===== config.mk =====
export PLATFORM = sky130hd
export DESIGN_NAME = prt_regbank
export DESIGN_NICKNAME = d
export VERILOG_FILES = /design/src/rtl/prt_pkg.sv /design/src/rtl/prt_decode.sv /design/src/rtl/prt_wrregs.sv /design/src/rtl/prt_rdmux.sv /design/src/rtl/prt_regbank.sv
export SDC_FILE = /design/constraint.sdc
export NUM_CORES = 1
export LEC_CHECK = 0
export BUFFER_PORTS_ARGS = -buffer_cell sky130_fd_sc_hd__buf_2
export CAP_MARGIN = 20
export CORE_MARGIN = 2
export CORE_UTILIZATION = 36
export CTS_CLUSTER_SIZE = 25
export DETAILED_ROUTE_END_ITERATION = 6
export MAX_ROUTING_LAYER = met4
export PLACE_DENSITY = 0.85
export SETUP_SLACK_MARGIN = 0.02
export SYNTH_ARGS = -nofsm -noshare
export SYNTH_HDL_FRONTEND = slang
export SYNTH_SLANG_ARGS = --single-unit

===== constraint.sdc =====
create_clock -name clk -period 1.3 [get_ports clk]
set_input_delay 0.065 -clock clk [delete_from_list [all_inputs] [get_ports clk]]
set_output_delay 0.065 -clock clk [all_outputs]
set_load 0.02 [all_outputs]

===== src/rtl/prt_pkg.sv =====
package prt_pkg;

    localparam int unsigned BUS_W   = 16;
    localparam int unsigned BYTE_W  = 8;
    localparam int unsigned IOA_W   = 8;
    localparam int unsigned NSLOT   = 3;
    localparam int unsigned SLOT_DATA = 0;
    localparam int unsigned SLOT_STAT = 1;
    localparam int unsigned SLOT_CTRL = 2;
    localparam int unsigned CTL_W   = 6;
    localparam int unsigned STAT_W  = 5;

    typedef enum logic [1:0] {
        SEL_NONE = 2'd0,
        SEL_DATA = 2'd1,
        SEL_STAT = 2'd2,
        SEL_CTRL = 2'd3
    } sel_e;

    // Field order fixes the bit positions: strobe_n is bit0, bidir is bit5.
    typedef struct packed {
        logic bidir;
        logic irq_en;
        logic selin_n;
        logic init_n;
        logic autofd_n;
        logic strobe_n;
    } ctl_t;

    // busy lands in bit7 of the status byte, fault_n in bit3.
    typedef struct packed {
        logic busy;
        logic ack_n;
        logic paper_out_n;
        logic selected;
        logic fault_n;
    } stat_t;

    localparam ctl_t CTL_RESET = '{bidir: 1'b0, irq_en: 1'b0, selin_n: 1'b1,
                                   init_n: 1'b1, autofd_n: 1'b1, strobe_n: 1'b1};

    function automatic int unsigned slot_addr(int unsigned base, int unsigned step,
                                              int unsigned idx);
        return base + idx * step;
    endfunction

    function automatic logic [BYTE_W-1:0] stat_byte(stat_t s);
        return {s, {(BYTE_W-STAT_W){1'b0}}};
    endfunction

    function automatic logic [BYTE_W-1:0] ctl_byte(ctl_t c);
        return {{(BYTE_W-CTL_W){1'b0}}, c};
    endfunction

    function automatic sel_e slot_to_sel(logic [NSLOT-1:0] hit);
        sel_e s;
        s = SEL_NONE;
        if (hit[SLOT_DATA])      s = SEL_DATA;
        else if (hit[SLOT_STAT]) s = SEL_STAT;
        else if (hit[SLOT_CTRL]) s = SEL_CTRL;
        return s;
    endfunction

endpackage


===== src/rtl/prt_decode.sv =====
module prt_decode
    import prt_pkg::*;
#(
    parameter int unsigned ADDR_W = IOA_W,
    parameter int unsigned BASE   = 32'h38,
    parameter int unsigned STEP   = 2
) (
    input  logic [ADDR_W-1:0] addr,
    output sel_e              sel
);
    logic [NSLOT-1:0] hit;

    for (genvar i = 0; i < NSLOT; i++) begin : g_slot
        localparam int unsigned SLOT_A = slot_addr(BASE, STEP, i);
        assign hit[i] = (addr == ADDR_W'(SLOT_A));
    end

    always_comb sel = slot_to_sel(hit);

endmodule


===== src/rtl/prt_wrregs.sv =====
module prt_wrregs
    import prt_pkg::*;
#(
    parameter int unsigned DW = BYTE_W
) (
    input  logic          clk,
    input  logic          rst,
    input  logic          wr_act,
    input  sel_e          sel,
    input  logic [DW-1:0] wdata,
    output logic [DW-1:0] data_q,
    output ctl_t          ctl_q
);
    always_ff @(posedge clk) begin
        if (rst) begin
            data_q <= '0;
            ctl_q  <= CTL_RESET;
        end else if (wr_act) begin
            case (sel)
                SEL_DATA: data_q <= wdata;
                SEL_CTRL: ctl_q  <= ctl_t'(wdata[CTL_W-1:0]);
                default: ;
            endcase
        end
    end

endmodule


===== src/rtl/prt_rdmux.sv =====
module prt_rdmux
    import prt_pkg::*;
#(
    parameter int unsigned BW = BUS_W,
    parameter int unsigned DW = BYTE_W
) (
    input  logic          rd_act,
    input  sel_e          sel,
    input  logic [DW-1:0] data_q,
    input  ctl_t          ctl_q,
    input  stat_t         stat,
    output logic [BW-1:0] rdata,
    output logic          drive
);
    localparam int unsigned PAD_W = BW - DW;
    logic [DW-1:0] rbyte;

    always_comb begin
        case (sel)
            SEL_DATA: rbyte = data_q;
            SEL_STAT: rbyte = stat_byte(stat);
            SEL_CTRL: rbyte = ctl_byte(ctl_q);
            default:  rbyte = '0;
        endcase
        drive = rd_act && (sel != SEL_NONE);
        rdata = drive ? {{PAD_W{1'b0}}, rbyte} : '0;
    end

endmodule


===== src/rtl/prt_regbank.sv =====
module prt_regbank
    import prt_pkg::*;
#(
    parameter int unsigned ADDR_W = IOA_W,
    parameter int unsigned BW     = BUS_W,
    parameter int unsigned BASE   = 32'h38,
    parameter int unsigned STEP   = 2
) (
    input  logic              clk,
    input  logic              rst,
    input  logic [ADDR_W-1:0] io_addr,
    input  logic              wr_n,
    input  logic              rd_n,
    input  logic [BW-1:0]     din,
    output logic [BW-1:0]     dout,
    output logic              dout_oe,
    input  logic              busy,
    input  logic              ack_n,
    input  logic              paper_out_n,
    input  logic              selected,
    input  logic              fault_n,
    output logic [BYTE_W-1:0] prn_data,
    output logic              strobe_n,
    output logic              autofd_n,
    output logic              init_n,
    output logic              selin_n,
    output logic              irq_en,
    output logic              bidir
);
    sel_e  sel;
    ctl_t  ctl_q;
    stat_t stat;
    logic  unused_din_hi;

    assign unused_din_hi = ^din[BW-1:BYTE_W];
    assign stat = '{busy: busy, ack_n: ack_n, paper_out_n: paper_out_n,
                    selected: selected, fault_n: fault_n};

    prt_decode #(.ADDR_W(ADDR_W), .BASE(BASE), .STEP(STEP)) u_dec (
        .addr (io_addr),
        .sel  (sel)
    );

    prt_wrregs #(.DW(BYTE_W)) u_regs (
        .clk    (clk),
        .rst    (rst),
        .wr_act (!wr_n),
        .sel    (sel),
        .wdata  (din[BYTE_W-1:0]),
        .data_q (prn_data),
        .ctl_q  (ctl_q)
    );

    prt_rdmux #(.BW(BW), .DW(BYTE_W)) u_rd (
        .rd_act (!rd_n),
        .sel    (sel),
        .data_q (prn_data),
        .ctl_q  (ctl_q),
        .stat   (stat),
        .rdata  (dout),
        .drive  (dout_oe)
    );

    assign strobe_n = ctl_q.strobe_n;
    assign autofd_n = ctl_q.autofd_n;
    assign init_n   = ctl_q.init_n;
    assign selin_n  = ctl_q.selin_n;
    assign irq_en   = ctl_q.irq_en;
    assign bidir    = ctl_q.bidir;

endmodule


Yosys cells after proc, flatten, opt, wreduce, memory -nomap -nowiden
Cells that the tools add are included.
- latch bits: 0
- memories kept: 0
- bits in writable memories: 0
- bits in read-only memories: 0
- input port bits: 33
- bits in registers: 14
- output and inout port bits: 31
- shift operators: 0
- divide/modulo/power cells: 0
- order comparisons: 0
- bitwise logic cells: 1
- reduce and logical (&&, ||, !) cells: 5
- $mul: 0
- $add $sub $neg: 0
- muxes and demuxes: 5
- equality and inequality tests: 6
- operators by type and width (cell ; number):
    $eq 8x6->1 const B ; 3
    $pmux 8 s3 ; 1
    $mux 8 ; 1
    $mux 2 ; 3
    $eq 2x2->1 const B ; 2
    $reduce_and 2->1 ; 2
    $eq 2x1->1 const B ; 1
    $reduce_bool 2->1 ; 1
    $logic_and 1x1->1 ; 1
    $logic_not 1->1 ; 1
    $not 1->1 ; 1

Logic depth before layout (Yosys ltp)
- depth after elaboration: 7
- mapped depth: 5
- mapped depth without buffers: 3

Modules after synthesis
From an unflattened synthesis, not the netlist that was laid out.
- cells, all modules: 103
- area total of the unflattened synthesis: 930.9 um^2
- by module, submodules not included (module ; area each (um^2) ; seq. area each (um^2) ; instances ; cells each):
    prt_wrregs ; 618.1 ; 280.3 ; 1 ; 61
    prt_rdmux ; 254.0 ; 0.0 ; 1 ; 36
    prt_decode ; 51.3 ; 0.0 ; 1 ; 4
    prt_regbank ; 7.5 ; 0.0 ; 1 ; 2

Worst setup path before layout
OpenSTA, ideal clock, no wires.
- path kind: input -> output
- from: input port io_addr[0]
- to: output port dout[6]
- data arrival time: 1.242 ns
- required time: 1.235 ns
- cell stages on the path: 4
- slack: -0.007 ns
- cell sequence: and4b_1 > clkbuf_1 > nand3b_1 > nor3_1
- longest elaborated chain between the ends: 7
- elaborated cells on any way between the ends: 13
- those cells by class: eq/ne: 6; mux: 5; reduce/logical: 2
- RTL lines (what ; RTL line ; text):
    start: declaration ; prt_regbank.sv:11 ; input logic [ADDR_W-1:0] io_addr,
    $eq 8x6->1 ; prt_decode.sv:15 ; assign hit[i] = (addr == ADDR_W'(SLOT_A));
    $mux 2 ; prt_pkg.sv:60 ; else if (hit[SLOT_CTRL]) s = SEL_CTRL;
    $mux 2 ; prt_pkg.sv:59 ; else if (hit[SLOT_STAT]) s = SEL_STAT;
    $mux 2 (*) ; prt_pkg.sv:58 ; if (hit[SLOT_DATA]) s = SEL_DATA;
    $eq 2x2->1, or another cell as far along ; prt_rdmux.sv:19 ; case (sel)
    $pmux 8 s3 / $logic_and 1x1->1 (equally long branches) ; prt_rdmux.sv:19, prt_rdmux.sv:25 ;
    $mux 8 (*) ; prt_rdmux.sv:26 ; rdata = drive ? {{PAD_W{1'b0}}, rbyte} : '0;
    end: declaration ; prt_regbank.sv:15 ; output logic [BW-1:0] dout,
Every way passes the cells marked *; elsewhere a longest branch is shown, timed or not.

Worst setup path after layout
- from: register u_regs.data_q[5]
- to: output port dout[5]
- longest elaborated chain between the ends: 2
- RTL lines (what ; RTL line ; text):
    start: declaration ; prt_wrregs.sv:11 ; output logic [DW-1:0] data_q,
    start signal: assignment ; prt_wrregs.sv:20 ; SEL_DATA: data_q <= wdata;
    $pmux 8 s3 ; prt_rdmux.sv:19 ;
    $mux 8 ; prt_rdmux.sv:26 ;
No other way between the ends.

==> metrics.txt <==
status=finished clean; clock insertion delay at the later pin of the skew report=280 ps; Die H=54.51 µm; initial antenna violation count=0; Cells after DPL=174; Hold Path Sink=u_regs.data_q[7]; Min-Delay Path Class=in2reg; Synth async-reset ratio=0%; largest net degree at the start of global routing=21; Worst R2R End=u_regs.data_q[3]; count of final setup violators=0; ranking of synthesized cells by area=dfxtp_1 (31%), mux2i_1 (17%), buf_4 (6.5%), nor2_1 (6.5%), nand4b_1 (5.7%); vias per std cell=4.972; Overflow after GRT=0; Worst-path clk slew=90 ps; mux cell area share after synthesis=17.44%; final setup margin=105.5 ps; via count=890; Final ANT Viol Nets=0; setup slack, reg-to-reg=580 ps; Max FO, Critical Path=3; final setup TNS=0 ps; post-synth top area cell=dfxtp_1; CTS root buf=clkbuf_4; mean area per synthesized cell=9.004 µm²; filler instances=257; post-synth top area share=30.52%; XOR/XNOR Fraction of Synth Area=0%; number of global-route vias before repair=845; Max Cap Viol=0; fin nets=183; worst path required time=1240 ps; Core Footprint=0.002455 mm²; Area Growth Syn to Fin=31.34%; YS warnings=0; distinct cell type count after synthesis=23; I/O Pins=64; Post-synth EDFFs=0; initial core utilization=37.41%; Total GRT Usage=17.78%; Hold Path Depth=3; die footprint=0.002971 mm²; final wirelength=2216 µm; CP top delay family=flip-flops; Num CTS Buffers=3; Synth Area in Adders=0%; register area share after synthesis=30.52%; antenna cell count=0; CTS tree=yes; post-synthesis compound-gate area fraction=11.58%; crit end category=output pin; Cell Rows=18; Wirelength per Cell=12.38 µm; clock tree sinks=14; Critical Path Max Stage Delay=340 ps; crit path time final=1194 ps; fin crit share=91.88%; leakage=0.0005516 µW; final setup skew=0 ps; cells after synthesis=102; IO buf count=47; r2r startpoint=u_regs.data_q[3]; Buf/Inv on CP=1; post-synthesis simple-gate area fraction=28.47%; mapped cell area=918.4 µm²; # DRC=0; worst slack, placed=17.23 ps; Initial DRC Count=16; critical path arrival=1130 ps; RSZ-0062 raised after global routing=yes; Startpoint Class=flop; layout cells sized above 1=44.30%; Yosys reg bits=14; Post-synth top cells=mux2i_1 (16), nor2_1 (16), dfxtp_1 (14), buf_4 (8), a21oi_1 (7); hpwl dp=1767 µm; maximum buffer depth of the clock tree=2; Power Density=745.4 mW/mm²; Hold Fails Final Rpt=0; Slowest-stage cell, CP=dfxtp_2; Pre-antenna DRT Iters=4; Worst R2R Path Depth=3; ys flop type=dfxtp_1; hold_buf cts=0; worst hold start=din[7]; Non-Filler Instances=179; main combinational cell family by area after synthesis=simple AND/OR/NAND/NOR gates; WHS=51.40 ps; CP cell instances=mux2i_2 > a2bb2oi_2 > nor2_1 > buf_4; Fmax=837.2 MHz; Max Slew Vio Count=0; first-pass GRT wire length=3712 µm; Max rail drop VDD=475.0 µV; GPL Wtd Cong=0.7944; fin util=49.13%; H-tree Lvls=1; WS Path Type=reg2out; die width=54.51 µm
## worst max-delay path by stage
stage | cells after the start | endpoint | from
finish | 4 | dout[5] | u_regs.data_q[5]
global route | 4 | dout[4] | u_regs.data_q[4]
global placement | 4 | u_regs.data_q[4] | io_addr[1]
CTS | 4 | dout[5] | u_regs.data_q[5]
floorplan | 4 | dout[6] | io_addr[0]
detailed placement | 4 | u_regs.data_q[5] | io_addr[1]
## cells by family (layout without fill, tap and decap cells)
kind of cell / Yosys count / after routing
AOI/OAI and AO/OA: 16 / 16
DFF: 14 / 14
other: 1 / 8
muxes: 16 / 16
buffers and inverters: 16 / 56
and+or+nand+nor: 39 / 39
## cell usage in the layout, fill, tap and decap left out, types with 2 or more instances in the layout
cell	n
nand4b_1	6
dfxtp_1	11
a2bb2oi_1	2
nand2b_1	6
o31ai_1	6
buf_4	8
clkbuf_4	3
a21oi_1	7
dfxtp_2	3
nor3_1	2
nor2_1	16
mux2i_1	15
buf_2	44
conb_1	8
## where the power goes
group / total, µW / leakage (µW) / switching, µW / internal (µW)
clock network: 317 / 0.0000210 / 146 / 171
registers: 429 / 0.000114 / 0.413 / 429
logic: 153 / 0.000416 / 87.5 / 65.1
## final cells by class
class                   instances  area [µm²]  area share, %
multi-input cells              79       568.0          47.10
flip-flops and latches         14       284.0          23.55
repair buffers                 52       280.3          23.24
well taps                      30       37.54          3.112
clock buffers                   4       36.28          3.008
## layer usage
metal	vias to the layer above	track usage [%]	routed length (µm)
met5	-	-	0
met2	40	29.12	1062
li1	443	-	-
met4	0	8.750	39
met3	5	2.732	204
met1	402	21.17	909
## tightest hold or removal path, cell delays in order
cell and delay [ps]:
buf_2 100, nand4b_1 80, a21oi_1 60
## registers in the layout, summed over array words and instances (netlist names)
signal and count:
u_regs.data_q 8, u_regs.ctl_q 6
## what timing repair did
action	in CTS	in global routing
setup buffers	0	1
setup endpoints to repair	0	3
resized for setup	0	8
hold endpoints to repair	0	0
## per-stage QoR
| stage | power (µW) | cell area, µm² |
|---|---|---|
| 4_1_cts | 905.3 | 1177 |
| 6_report | 899.1 | 1206 |
| 2_1_floorplan | 549.2 | 944.7 |
| 5_1_grt | 949.0 | 1206 |
| 3_3_place_gp | 583.8 | 1141 |
| 3_5_place_dp | 588.0 | 1141 |
No activity file was read; power rests on OpenSTA's default activity.
